==> config.mk <==
export PLATFORM = sky130hd
export DESIGN_NAME = ttm_move_decoder
export DESIGN_NICKNAME = d
export VERILOG_FILES = /design/src/rtl/ttm_pkg.sv /design/src/rtl/ttm_cond_eval.sv /design/src/rtl/ttm_const_unit.sv /design/src/rtl/ttm_src_mux.sv /design/src/rtl/ttm_ip_seq.sv /design/src/rtl/ttm_move_decoder.sv
export SDC_FILE = /design/constraint.sdc
export NUM_CORES = 1
export LEC_CHECK = 0
export ABC_AREA = 1
export BUFFER_PORTS_ARGS = -buffer_cell sky130_fd_sc_hd__buf_2
export CAP_MARGIN = 10
export CORE_MARGIN = 1
export CORE_UTILIZATION = 38
export CTS_CLUSTER_SIZE = 14
export DETAILED_ROUTE_END_ITERATION = 10
export PLACE_DENSITY_LB_ADDON = 0.08
export SLEW_MARGIN = 20
export SYNTH_ARGS = -nofsm -noshare
export SYNTH_HDL_FRONTEND = slang
export SYNTH_SLANG_ARGS = --single-unit
==> constraint.sdc <==
create_clock -name clk -period 1.62 [get_ports clk]
set_input_delay 0.243 -clock clk [delete_from_list [all_inputs] [get_ports clk]]
set_output_delay 0.243 -clock clk [all_outputs]
set_load 0.1 [all_outputs]
==> src/rtl/ttm_pkg.sv <==
package ttm_pkg;

  localparam int MOVE_W = 16;
  localparam int SRC_W  = 6;
  localparam int DST_W  = 7;
  localparam int N_CONST = 3;

  typedef enum logic [1:0] {
    C_ALWAYS = 2'b00,
    C_FSET   = 2'b01,
    C_FCLR   = 2'b10,
    C_NEVER  = 2'b11
  } cond_e;

  typedef struct packed {
    cond_e             cond;
    logic              lit;
    logic [SRC_W-1:0]  src;
    logic [DST_W-1:0]  dst;
  } move_t;

endpackage

==> src/rtl/ttm_cond_eval.sv <==
module ttm_cond_eval
  import ttm_pkg::*;
(
  input  cond_e cond,
  input  logic  flag,
  output logic  pass
);

  always_comb begin
    unique case (cond)
      C_ALWAYS: pass = 1'b1;
      C_FSET:   pass = flag;
      C_FCLR:   pass = ~flag;
      default:  pass = 1'b0;
    endcase
  end

endmodule

==> src/rtl/ttm_const_unit.sv <==
module ttm_const_unit #(
  parameter int DATA_W = 16,
  parameter int PORT_W = 6,
  parameter int NUM    = 3
) (
  input  logic [PORT_W-1:0] port,
  output logic              hit,
  output logic [DATA_W-1:0] value
);

  logic [NUM-1:0]    sel;
  logic [DATA_W-1:0] table_q [NUM];

  function automatic logic [DATA_W-1:0] const_of(input int k);
    case (k)
      0:       const_of = '0;
      1:       const_of = DATA_W'(1);
      default: const_of = '1;
    endcase
  endfunction

  for (genvar k = 0; k < NUM; k++) begin : g_const
    assign sel[k]     = (port == PORT_W'(k));
    assign table_q[k] = const_of(k);
  end

  always_comb begin
    value = '0;
    for (int k = 0; k < NUM; k++) begin
      if (sel[k]) value = value | table_q[k];
    end
  end

  assign hit = |sel;

endmodule

==> src/rtl/ttm_src_mux.sv <==
module ttm_src_mux #(
  parameter int DATA_W = 16,
  parameter int LIT_W  = 6
) (
  input  logic              go,
  input  logic              lit,
  input  logic [LIT_W-1:0]  lit_field,
  input  logic              const_hit,
  input  logic [DATA_W-1:0] const_val,
  input  logic              ext_ready,
  input  logic [DATA_W-1:0] ext_data,
  output logic              ready,
  output logic [DATA_W-1:0] data
);

  localparam int EXT_W = DATA_W - LIT_W;

  logic [DATA_W-1:0] lit_sx;

  assign lit_sx = {{EXT_W{lit_field[LIT_W-1]}}, lit_field};
  assign ready  = lit | const_hit | ext_ready;

  always_comb begin
    data = '0;
    if (go) begin
      if (lit)            data = lit_sx;
      else if (const_hit) data = const_val;
      else                data = ext_data;
    end
  end

endmodule

==> src/rtl/ttm_ip_seq.sv <==
module ttm_ip_seq #(
  parameter int IP_W = 6
) (
  input  logic            clk,
  input  logic            rst_n,
  input  logic            advance,
  output logic [IP_W-1:0] ip
);

  logic [IP_W-1:0] ip_q;
  logic [IP_W-1:0] ip_d;
  logic            ip_en;

  assign ip_en = advance;
  assign ip_d  = ip_q + 1'b1;

  always_ff @(posedge clk or negedge rst_n) begin
    if (!rst_n)     ip_q <= '0;
    else if (ip_en) ip_q <= ip_d;
  end

  assign ip = ip_q;

endmodule

==> src/rtl/ttm_move_decoder.sv <==
module ttm_move_decoder
  import ttm_pkg::*;
#(
  parameter int DATA_W = 16,
  parameter int IP_W   = 6
) (
  input  logic              clk,
  input  logic              rst_n,
  input  logic              test_flag,
  input  logic [MOVE_W-1:0] instr_data,
  input  logic              src_ready,
  input  logic [DATA_W-1:0] src_rdata,
  output logic [IP_W-1:0]   instr_addr,
  output logic [SRC_W-1:0]  src_port,
  output logic [DST_W-1:0]  dst_port,
  output logic              xfer_strobe,
  output logic [DATA_W-1:0] bus_data
);

  // reset: asserted asynchronously, released on the clock
  logic rst_meta_q, rst_s;

  always_ff @(posedge clk or negedge rst_n) begin
    if (!rst_n) begin
      rst_meta_q <= 1'b0;
      rst_s      <= 1'b0;
    end else begin
      rst_meta_q <= 1'b1;
      rst_s      <= rst_meta_q;
    end
  end

  move_t             mv;
  logic              cond_ok;
  logic              pass;
  logic              const_hit;
  logic [DATA_W-1:0] const_val;
  logic              src_ok;
  logic              stall;
  logic              advance;

  assign mv = move_t'(instr_data);

  ttm_cond_eval u_cond (
    .cond (mv.cond),
    .flag (test_flag),
    .pass (cond_ok)
  );

  ttm_const_unit #(
    .DATA_W (DATA_W),
    .PORT_W (SRC_W),
    .NUM    (N_CONST)
  ) u_const (
    .port  (mv.src),
    .hit   (const_hit),
    .value (const_val)
  );

  assign pass = rst_s & cond_ok;

  ttm_src_mux #(
    .DATA_W (DATA_W),
    .LIT_W  (SRC_W)
  ) u_mux (
    .go        (xfer_strobe),
    .lit       (mv.lit),
    .lit_field (mv.src),
    .const_hit (const_hit),
    .const_val (const_val),
    .ext_ready (src_ready),
    .ext_data  (src_rdata),
    .ready     (src_ok),
    .data      (bus_data)
  );

  assign xfer_strobe = pass & src_ok;
  assign stall       = pass & ~src_ok;
  assign advance     = rst_s & (~cond_ok | src_ok);

  assign src_port = (pass && !mv.lit) ? mv.src : '0;
  assign dst_port = pass ? mv.dst : '0;

  ttm_ip_seq #(
    .IP_W (IP_W)
  ) u_ip (
    .clk     (clk),
    .rst_n   (rst_s),
    .advance (advance),
    .ip      (instr_addr)
  );

  // a completed transfer moves on to the next move
  a_r3_step_after_xfer: assert property (@(posedge clk) disable iff (!rst_s)
    xfer_strobe |=> instr_addr == IP_W'($past(instr_addr) + 1'b1));

  // a failed condition skips the move
  a_r2_skip_failed: assert property (@(posedge clk) disable iff (!rst_s)
    !cond_ok |=> instr_addr == IP_W'($past(instr_addr) + 1'b1));

  // a stalled move stays presented
  a_r4_hold_on_stall: assert property (@(posedge clk) disable iff (!rst_s)
    stall |=> $stable(instr_addr));

  // a literal never waits on the ready input
  a_r5_lit_no_wait: assert property (@(posedge clk) disable iff (!rst_s)
    (cond_ok && mv.lit) |-> xfer_strobe);

  // constant ports never wait on the ready input
  a_r6_const_no_wait: assert property (@(posedge clk) disable iff (!rst_s)
    (cond_ok && !mv.lit && mv.src < SRC_W'(N_CONST)) |-> xfer_strobe);

  // the data bus is quiet without a strobe
  a_r8_quiet_bus: assert property (@(posedge clk) disable iff (!rst_n)
    !xfer_strobe |-> bus_data == '0);

endmodule

==> flow_summary_export.csv, run 1 <==
group,metric,value,unit
synth,synth_edf_count,0,
placed_design,routabilityCongestion,0.742,
floorplanning,initial_core_util,0.421,
floorplanning,die_height,49.8,microns
status,outcome,"did not finish",
synth,netlist_area,867,sq um
synth,synthArstFlopShare,1.00,
floorplanning,io_pins,72,
status,first-error,"[ERROR DPL-0033] detailed placement checks failed during check placement.",
placed_design,hpwl,4.14,mm
placed_design,port_buffers,71,
status,failed_stage,"3_5_place_dp",
synth,yosysSeqAreaShare,0.231,
synth,yosysWarnings,0,
synth,syn_area_per_cell,6.62,sq um
synth,yosys_most_used_dff,"dfrtp_1",
floorplanning,die_w,49.8,microns
synth,ys_ff_latch,8,
synth,yosysUniqueCellTypes,25,
floorplanning,core.rowCount,16,
synth,syn_nets,168,
synth,synthCells,131,
==> cells in the mapped netlist (2+ instances only) <==
master    n  area share
nor2_1   20       0.087
nand2_1  19       0.082
inv_1    17       0.074
a21oi_1  16       0.092
dfrtp_1   8        0.23
nand3_1   8       0.046
nor3_2    8       0.092
nor3_1    7       0.040
nor2_2    4       0.029
inv_2     3       0.013
buf_2     2       0.012
buf_6     2       0.026
nand2_2   2       0.014
nand2_4   2       0.026
xnor2_1   2       0.020
xor2_1    2       0.020
==> cells by family after synthesis <==
logic type               Yosys count  share of synthesized area
AO/OA/AOI/OAI                     18                      0.117
XOR/XNOR                           4                     0.0404
adder cells (fa/ha/maj)            1                     0.0144
other                              1                    0.00432
flip-flops                         8                      0.231
AND/OR/NAND/NOR                   73                      0.456
buffers and inverters             26                      0.137
==> metrics by stage <==
stage | std cells | cell area, sq um | TNS, ns | hold slack, ns | worst slack, ns
2_1_floorplan | 131 | 1100 | -7.53 | -0.0526 | -0.466
3_3_place_gp | 237 | 2020 | -0.0157 | 0.0272 | -0.00925
==> inputs of run 2 (changes only) <==
- CORE_AREA: default -> 2 2 63 65
- CORE_MARGIN: 1 -> default
- CORE_UTILIZATION: 38 -> default
- CTS_CLUSTER_SIZE: 14 -> default
- DIE_AREA: default -> 0 0 65 67
- PLACE_DENSITY_LB_ADDON: 0.08 -> 0.15
==> flow_summary_export.csv, run 2 <==
group,metric,value,unit
critical_path,cp_top_family,"buffers and inverters",
cells_and_area,diodes,0,
floorplanning,initial_core_util,0.240,
critical_path,crit_path_end_kind,"output port",
job,drv_cap,0,
synth,synth_compound_area_frac,0.117,
cells_and_area,final_common_cell,"buf_2",
power_and_ir_drop,ir_worst_vdd,909,uV
power_and_ir_drop,pwr_density_cell,844,nW/um^2
clock_tree,tritoncts,"done",
clock_tree,worstSkewPairLatency,0.23,ns
critical_path,cp_common_cell,"buf_12",
critical_path,slowest_stage,"dfrtp_2",
critical_path,cp_num_buf_inv,3,
synth,yosys.area_share.simple,0.456,
floorplanning,die_height,67,microns
sta,timing.final.ws_setup,-0.0361,ns
floorplanning,die_w,65,microns
placed_design,pre_cts_ws,-0.0364,ns
synth,synthArstFlopShare,1.00,
global_routing,overflow,0,
critical_path,worstPathArrival,1.41,ns
clock_tree,htreeDepth,1,
synth,synth-adder-area-share,0.0144,
placed_design,port_buffers,71,
route,via_per_inst,4.39,
cells_and_area,final_cell_mix,"buf_2, buf_12, inv_1, nand2_1, buf_4",
global_routing,grt_pass1_wl,5.14,mm
global_routing,top_usage_layer,"met2",
synth,synth.area.top_cells,"dfrtp_1, a21oi_1, nor3_2",
status,outcome,"complete, but fails checks",
critical_path,crit_required,1.38,ns
floorplanning,core.rowCount,22,
global_routing,grt_usage,0.151,
sta,hold_viol_final,0,
synth,synthCells,131,
synth,synth_commonest_cells,"nor2_1, nand2_1, inv_1, a21oi_1",
floorplanning,io_pins,72,
global_routing,grt_max_degree,16,
sta,final.setup.tns,-0.0575,ns
global_routing,use_met3,0.0321,
route,wl,3.18,mm
global_routing,grt.met2_usage,0.290,
clock_tree,numCtsBuffers,3,
sta,drv_slew,0,
cells_and_area,finalNetCount,262,
sta,period_needed,1.66,ns
global_routing,antenna_found_initial,0,
clock_tree,cts.clk_slew.worst_paths,0.05,ns
route,drc_errors,0,
cells_and_area,syn_to_final_growth,160,%
synth,yosysMostFrequentCell,"nor2_1",
critical_path,crit_chain,"nand2_8, inv_6, o21ai_4, buf_12, nor3_4, buf_12",
route,wire_per_inst,11.7,microns
critical_path,path_class,"reg2out",
critical_path,worstPathMaxFanout,5,
cells_and_area,largest_reg_flops,6,
status,violations,"setup timing",
synth,synth_top_family_by_area,"simple AND/OR/NAND/NOR gates",
synth,yosysUniqueCellTypes,25,
min_path,hold_path.class,"reg2async",
clock_tree,cts.sinks,8,
sta,whs,0.272,ns
synth,yosysSeqAreaShare,0.231,
synth,synth.top_cell.area_share,0.231,
global_routing,grt.met1_usage,0.162,
sta,setup_viol,3,
synth,yosys_most_used_dff,"dfrtp_1",
synth,synthMuxAreaShare,0,
synth,ys_ff_latch,8,
clock_tree,cts_max_path_buffers,2,
global_routing,grt_pass1_vias,1167,
sta,fmax,604,MHz
sta,fin_crit_sh,1.02,
critical_path,start_kind,"flip-flop",
cells_and_area,drive_gt1_frac,0.677,
route,vias,1191,
route,drt_iter0_markers,35,
synth,synthXorXnorAreaFrac,0.0404,
power_and_ir_drop,leakage,1.03,nW
synth,netlist_area,867,sq um
sta,rsz0062_at_grt,"yes",
floorplanning,fp.dieArea,4360,sq um
placed_design,routabilityCongestion,0.813,
synth,synth_edf_count,0,
placed_design,placed_cells,261,
synth,yosys.area.top_type,"dfrtp_1",
floorplanning,core_area,3610,sq um
sta,finalClockSkew,0.00696,ns
placed_design,hpwl,2.55,mm
cells_and_area,fin_cells,271,
route,firstDrtPassIters,4,
clock_tree,root_buffer,"clkbuf_8",
route,final_antenna_net_count,0,
cells_and_area,fin_util,0.624,
synth,syn_area_per_cell,6.62,sq um
synth,yosysWarnings,0,
critical_path,worst_path_largest_cell_delay,0.41,ns
synth,syn_nets,168,
==> run 2: cell counts after synthesis <==
No cell type changed its count.
==> run 2: cell type report <==
| class | instances | area (sq um) |
|---|---|---|
| Fill cell | 320 | 1360 |
| Timing Repair Buffer | 94 | 1050 |
| Multi-Input combinational cell | 97 | 810 |
| Clock buffer | 3 | 41.3 |
| Tap cell | 48 | 60.1 |
| Inverter | 21 | 86.3 |
| Sequential cell | 8 | 205 |
==> run 2: per-layer routing <==
| layer | up-vias | wire length [microns] |
|---|---|---|
| li1 | 604 | - |
| met1 | 534 | 1140 |
| met2 | 48 | 1740 |
| met3 | 5 | 273 |
| met4 | 0 | 30 |
| met5 | - | 0 |
==> run 2: worst register-to-register path: cells and delay by family (launching register included) <==
| family | cells | cell delay, ns |
|---|---|---|
| XOR/XNOR | 1 | 0.13 |
| adder cells (fa/ha/maj) | 1 | 0.22 |
| flip-flops | 1 | 0.42 |
| AND/OR/NAND/NOR | 3 | 0.27 |
==> run 2: path summary, 6_finish.rpt <==
| check | cells past startpoint | startpoint | to | slack (ns) |
|---|---|---|---|---|
| worst max register to register | 5 | u_ip.ip[0] | u_ip.ip[4] | 0.52 |
| max in group asynchronous | 1 | rst_s | u_ip.ip[0] | 1.18 |
| min in group clk | 0 | rst_meta_q | rst_s | 0.34 |
| worst min-delay path | 1 | rst_s | u_ip.ip[1] | 0.27 |
| worst max-delay path | 6 | rst_s | bus_data[13] | -0.04 |
| worst min register to register | 1 | rst_s | u_ip.ip[1] | 0.27 |
==> run 2: through the flow <==
step / power (W) / instance area [sq um]
2_1_floorplan: 0.00125 / 1100
3_3_place_gp: 0.00160 / 2090
3_5_place_dp: 0.00163 / 2090
4_1_cts: 0.00188 / 2160
5_1_grt: 0.00199 / 2250
6_report: 0.00190 / 2250
==> run 2: what timing repair did <==
action	CTS	global route
gates resized for setup	4	9
setup buffers	1	4
setup endpoints to repair	15	17
gates cloned	0	1
hold endpoints to repair	2	0
hold buffers	1	0
pin swaps	1	1
==> run 2: where the power goes <==
| group | internal (W) | switching, W | total, W |
|---|---|---|---|
| clock network | 0.000162 | 0.0000857 | 0.000247 |
| logic | 0.000382 | 0.000938 | 0.00132 |
| registers | 0.000261 | 0.0000715 | 0.000332 |
==> run 2: kinds of logic after synthesis <==
| family | Yosys count |
|---|---|
| flip-flops | 8 |
| other | 1 |
| AND/OR/NAND/NOR | 73 |
| XOR/XNOR | 4 |
| buffers and inverters | 26 |
| AO/OA/AOI/OAI | 18 |
| adder cells (fa/ha/maj) | 1 |
No activity file was read; power rests on OpenSTA's default activity.
==> inputs of run 3 (changes only) <==
--- a/config.mk
+++ b/config.mk
@@ -9,7 +9,9 @@
 export BUFFER_PORTS_ARGS = -buffer_cell sky130_fd_sc_hd__buf_2
 export CAP_MARGIN = 10
-export CORE_AREA = 2 2 63 65
+export CELL_PAD_IN_SITES_DETAIL_PLACEMENT = 0
+export CELL_PAD_IN_SITES_GLOBAL_PLACEMENT = 2
+export CORE_MARGIN = 1
+export CORE_UTILIZATION = 17
 export DETAILED_ROUTE_END_ITERATION = 10
-export DIE_AREA = 0 0 65 67
 export PLACE_DENSITY_LB_ADDON = 0.15
 export SLEW_MARGIN = 20
==> constraint.sdc (replaced) <==
create_clock -name clk -period 1.62 [get_ports clk]
set_input_delay 0.162 -clock clk [delete_from_list [all_inputs] [get_ports clk]]
set_output_delay 0.162 -clock clk [all_outputs]
set_load 0.1 [all_outputs]
==> flow_summary_export.csv, run 3 (same netlist as run 2, synthesis figures left out) <==
group,metric,value,unit
sta,drv_slew,0,
floorplanning,initial_core_util,0.180,
placed_design,pre_cts_ws,0.0466,ns
cells_and_area,final_cell_mix,"buf_2, buf_12, inv_1",
floorplanning,io_pins,72,
cells_and_area,fin_cells,283,
sta,period_needed,1.59,ns
global_routing,grt_pass1_vias,1101,
cells_and_area,drive_gt1_frac,0.639,
critical_path,crit_chain,"nand2_8, inv_6, o21ai_4, buf_12, nor3_4, buf_12",
critical_path,reg2reg_slack,0.53,ns
critical_path,cp_num_buf_inv,3,
critical_path,crit_required,1.46,ns
global_routing,antenna_found_initial,0,
floorplanning,die_w,73.4,microns
sta,setup_viol,0,
job,drv_cap,0,
sta,finalClockSkew,0.00141,ns
critical_path,worst_path_largest_cell_delay,0.41,ns
cells_and_area,largest_reg_flops,6,
sta,rsz0062_at_grt,"yes",
route,drt_iter0_markers,36,
cells_and_area,final_area,2150,sq um
power_and_ir_drop,pwr_density_cell,862,nW/um^2
floorplanning,core.rowCount,25,
route,vias,1116,
sta,hold_viol_final,0,
sta,timing.final.ws_setup,0.0287,ns
floorplanning,die_height,73.4,microns
clock_tree,cts.sinks,8,
clock_tree,tritoncts,"done",
critical_path,crit_path_end_kind,"output port",
clock_tree,cts.clk_slew.worst_paths,0.04,ns
critical_path,r2r.worst_path.cells,5,
critical_path,cp_top_family,"buffers and inverters",
global_routing,overflow,0,
cells_and_area,finalNetCount,254,
critical_path,path_class,"reg2out",
sta,fin_crit_sh,0.982,
placed_design,place_area,2000,sq um
min_path,hold_path.class,"in2async",
power_and_ir_drop,fin_total_pwr,0.00186,W
global_routing,grt_usage,0.115,
route,wire_per_inst,10.4,microns
clock_tree,numCtsBuffers,3,
clock_tree,htreeDepth,1,
global_routing,grt_max_degree,16,
critical_path,cp_common_cell,"buf_12",
placed_design,hpwl,2.52,mm
sta,whs,0.248,ns
critical_path,worstPathMaxFanout,7,
critical_path,start_kind,"flip-flop",
clock_tree,root_buffer,"clkbuf_8",
placed_design,port_buffers,71,
route,wl,2.93,mm
critical_path,slowest_stage,"dfrtp_2",
route,drc_errors,0,
cells_and_area,syn_to_final_growth,148,%
route,final_antenna_net_count,0,
power_and_ir_drop,leakage,0.983,nW
cells_and_area,diodes,0,
route,via_per_inst,3.94,
floorplanning,core_area,4820,sq um
clock_tree,worstSkewPairLatency,0.23,ns
placed_design,placed_cells,270,
power_and_ir_drop,ir_worst_vdd,819,uV
sta,fmax,628,MHz
critical_path,r2r_start,"u_ip.ip[0]",
status,outcome,"completed",
critical_path,r2r-end,"u_ip.ip[4]",
clock_tree,cts_max_path_buffers,2,
floorplanning,fp.dieArea,5390,sq um
route,firstDrtPassIters,4,
placed_design,routabilityCongestion,0.762,
cells_and_area,final_common_cell,"buf_2",
critical_path,worstPathArrival,1.43,ns
global_routing,grt_pass1_wl,4.82,mm
## run 3: cell type report
type                       instances  area [sq um]
inverter                          21          83.8
clock buffer                       4          45.0
tap                               67          83.8
multi-input combinational         97           773
fill                             486          2660
timing repair buffer              86           963
sequential                         8           205
## run 3: worst register-to-register path: cells and delay by family (launching register included)
family	cells	cell delay, ns
fa+ha+maj	1	0.23
flops	1	0.43
xor+xnor	1	0.12
simple gates	3	0.25
## run 3: what timing repair did
action                                 4_1_cts  5_1_grt
pin swaps                                    0        2
gates cloned                                 0        1
setup endpoints to repair                    6       16
hold buffers                                 1        0
gates resized for setup                      1        5
setup buffers                                0        7
endpoints found under the hold margin        2        0
## run 3: worst max-delay path by stage
stage	from	to	slack [ns]	cells past startpoint
2_1_floorplan	rst_s	bus_data[10]	-0.38	6
3_3_place_gp	instr_data[10]	bus_data[12]	0.06	7
3_5_place_dp	instr_data[10]	bus_data[11]	0.05	7
4_1_cts	rst_s	bus_data[3]	-0.0005	6
5_1_grt	rst_s	bus_data[8]	-0.06	6
6_report	rst_s	bus_data[8]	0.03	6
## run 3: stage by stage
stage,utilization,setup TNS (ns)
after floorplan,-,-5.19
after global placement,0.415,0
after detailed placement,0.415,0
after CTS,0.427,-0.000463
after global routing,0.447,-0.0657
final,0.447,0
## run 3: metal layers
metal  vias up  share of wire  track usage
met3         0          0.064       0.0274
met5         -              0            0
met1       482           0.42        0.144
met2        47           0.51        0.206
met4         0              0       0.0128
li1        587              -            -
## run 3: power by group
| group | switching, W | internal (W) |
|---|---|---|
| Sequential | 0.0000682 | 0.000261 |
| Clock | 0.0000773 | 0.000170 |
| Combinational | 0.000921 | 0.000359 |
| Total | 0.00107 | 0.000790 |
==> inputs of run 4 (changes only) <==
- BUFFER_PORTS_ARGS: -buffer_cell sky130_fd_sc_hd__buf_2 -> default
- CELL_PAD_IN_SITES_DETAIL_PLACEMENT: 0 -> 1
- CELL_PAD_IN_SITES_GLOBAL_PLACEMENT: 2 -> 1
- CORE_AREA: default -> 2 2 63 65
- CORE_MARGIN: 1 -> default
- CORE_UTILIZATION: 17 -> default
- DIE_AREA: default -> 0 0 65 67
- DONT_BUFFER_PORTS: default -> 1
==> flow_summary_export.csv, run 4 (same netlist as run 2, synthesis figures left out) <==
group,metric,value,unit
status,outcome,"completed",
floorplanning,die_height,67,microns
power_and_ir_drop,leakage,0.814,nW
critical_path,r2r_start,"u_ip.ip[0]",
critical_path,worstPathArrival,1.43,ns
critical_path,worstPathMaxFanout,6,
sta,hold_viol_final,0,
route,wire_per_inst,14.3,microns
cells_and_area,seq_area,205,sq um
power_and_ir_drop,ir_worst_vdd,512,uV
placed_design,placed_cells,215,
sta,setup_viol,0,
sta,final.setup.tns,0,ns
critical_path,crit_required,1.46,ns
critical_path,worst_path_largest_cell_delay,0.40,ns
cells_and_area,largest_reg_flops,6,
min_path,hold_path.class,"in2async",
route,final_antenna_net_count,0,
clock_tree,htreeDepth,1,
cells_and_area,syn_to_final_growth,119,%
cells_and_area,final_common_cell,"buf_12",
sta,drv_slew,0,
route,wl,3.20,mm
clock_tree,tritoncts,"done",
job,drv_cap,0,
critical_path,slowest_stage,"dfrtp_2",
global_routing,overflow,0,
floorplanning,fp.dieArea,4360,sq um
cells_and_area,final_cell_mix,"buf_12, inv_1, nand2_1",
route,vias,1041,
sta,fmax,628,MHz
critical_path,path_class,"reg2out",
global_routing,grt_usage,0.157,
floorplanning,io_pins,72,
floorplanning,core.rowCount,22,
clock_tree,worstSkewPairLatency,0.23,ns
floorplanning,core_area,3610,sq um
clock_tree,cts.sinks,8,
critical_path,critPathLaunch,"rst_s",
global_routing,antenna_found_initial,0,
power_and_ir_drop,pwr_density_cell,973,nW/um^2
critical_path,crit_chain,"nand2_8, inv_6, o21ai_4, clkbuf_16, nor3_4, buf_12",
floorplanning,initial_core_util,0.240,
cells_and_area,finalNetCount,213,
clock_tree,root_buffer,"clkbuf_8",
sta,whs,0.185,ns
critical_path,crit_path_end_kind,"output port",
cells_and_area,diodes,0,
route,drt_iter0_markers,13,
route,drc_errors,0,
global_routing,grt_pass1_vias,1123,
route,firstDrtPassIters,3,
clock_tree,numCtsBuffers,3,
clock_tree,cts.clk_slew.worst_paths,0.04,ns
clock_tree,cts_max_path_buffers,2,
sta,period_needed,1.59,ns
floorplanning,die_w,65,microns
sta,rsz0062_at_grt,"yes",
placed_design,routabilityCongestion,0.779,
global_routing,grt_pass1_wl,5.28,mm
placed_design,hpwl,2.70,mm
placed_design,port_buffers,0,
sta,finalClockSkew,0.00556,ns
cells_and_area,n_fill_cell,403,
cells_and_area,fin_cells,223,
cells_and_area,drive_gt1_frac,0.549,
cells_and_area,multi_input_area,756,sq um
critical_path,start_kind,"flip-flop",
global_routing,grt_max_degree,16,
sta,fin_crit_sh,0.983,
route,via_per_inst,4.67,
## run 4: worst max-delay path, delay by kind of cell, from the launching register on
family	cells	cell delay (ns)
buffers and inverters	3	0.44
DFF	1	0.40
and+or+nand+nor	2	0.29
AOI/OAI and AO/OA	1	0.07
## run 4: per-stage QoR
step / cell area (sq um) / setup WS [ns] / total power, W / utilization
final: 1900 / 0.0276 / 0.00184 / 0.526
after global routing: 1900 / -0.0430 / 0.00193 / 0.526
after detailed placement: 1800 / 0.0976 / 0.00158 / 0.498
after global placement: 1800 / 0.149 / 0.00155 / 0.498
after CTS: 1900 / -0.0205 / 0.00187 / 0.526
after floorplan: 1090 / -0.385 / 0.00125 / -
## run 4: final cells by class
| class | count | share of cell area |
|---|---|---|
| Sequential cell | 8 | 0.108 |
| Timing Repair Buffer | 45 | 0.393 |
| Inverter | 21 | 0.0442 |
| Multi-Input combinational cell | 97 | 0.399 |
| Clock buffer | 4 | 0.0238 |
| Tap cell | 48 | 0.0317 |
## run 4: worst paths after layout
kind	endpoint	slack, ns	cells past startpoint
setup / recovery	bus_data[12]	0.03	6
hold / removal	rst_meta_q	0.18	1
setup reg to reg	u_ip.ip[4]	0.50	5
hold reg to reg	u_ip.ip[5]	0.27	1
max in group asynchronous	u_ip.ip[1]	1.19	1
min in group clk	rst_s	0.35	0
## run 4: repair_timing
item,CTS,global route
gates cloned,1,0
gates resized for setup,2,2
buffers inserted,1,1
hold buffers,1,0
setup endpoints to repair,7,7
hold endpoints to repair,2,0
pin swaps,2,3
## run 4: layer usage
layer,vias to the layer above,share of wire,global-route usage
li1,500,-,-
met1,486,0.36,0.154
met2,48,0.54,0.305
met3,7,0.091,0.0625
met4,0,0.014,0.0399
met5,-,0,0
## run 4: where the power goes
part           internal [W]  switching [W]
logic              0.000344       0.000918
clock network      0.000171      0.0000823
registers          0.000260      0.0000681
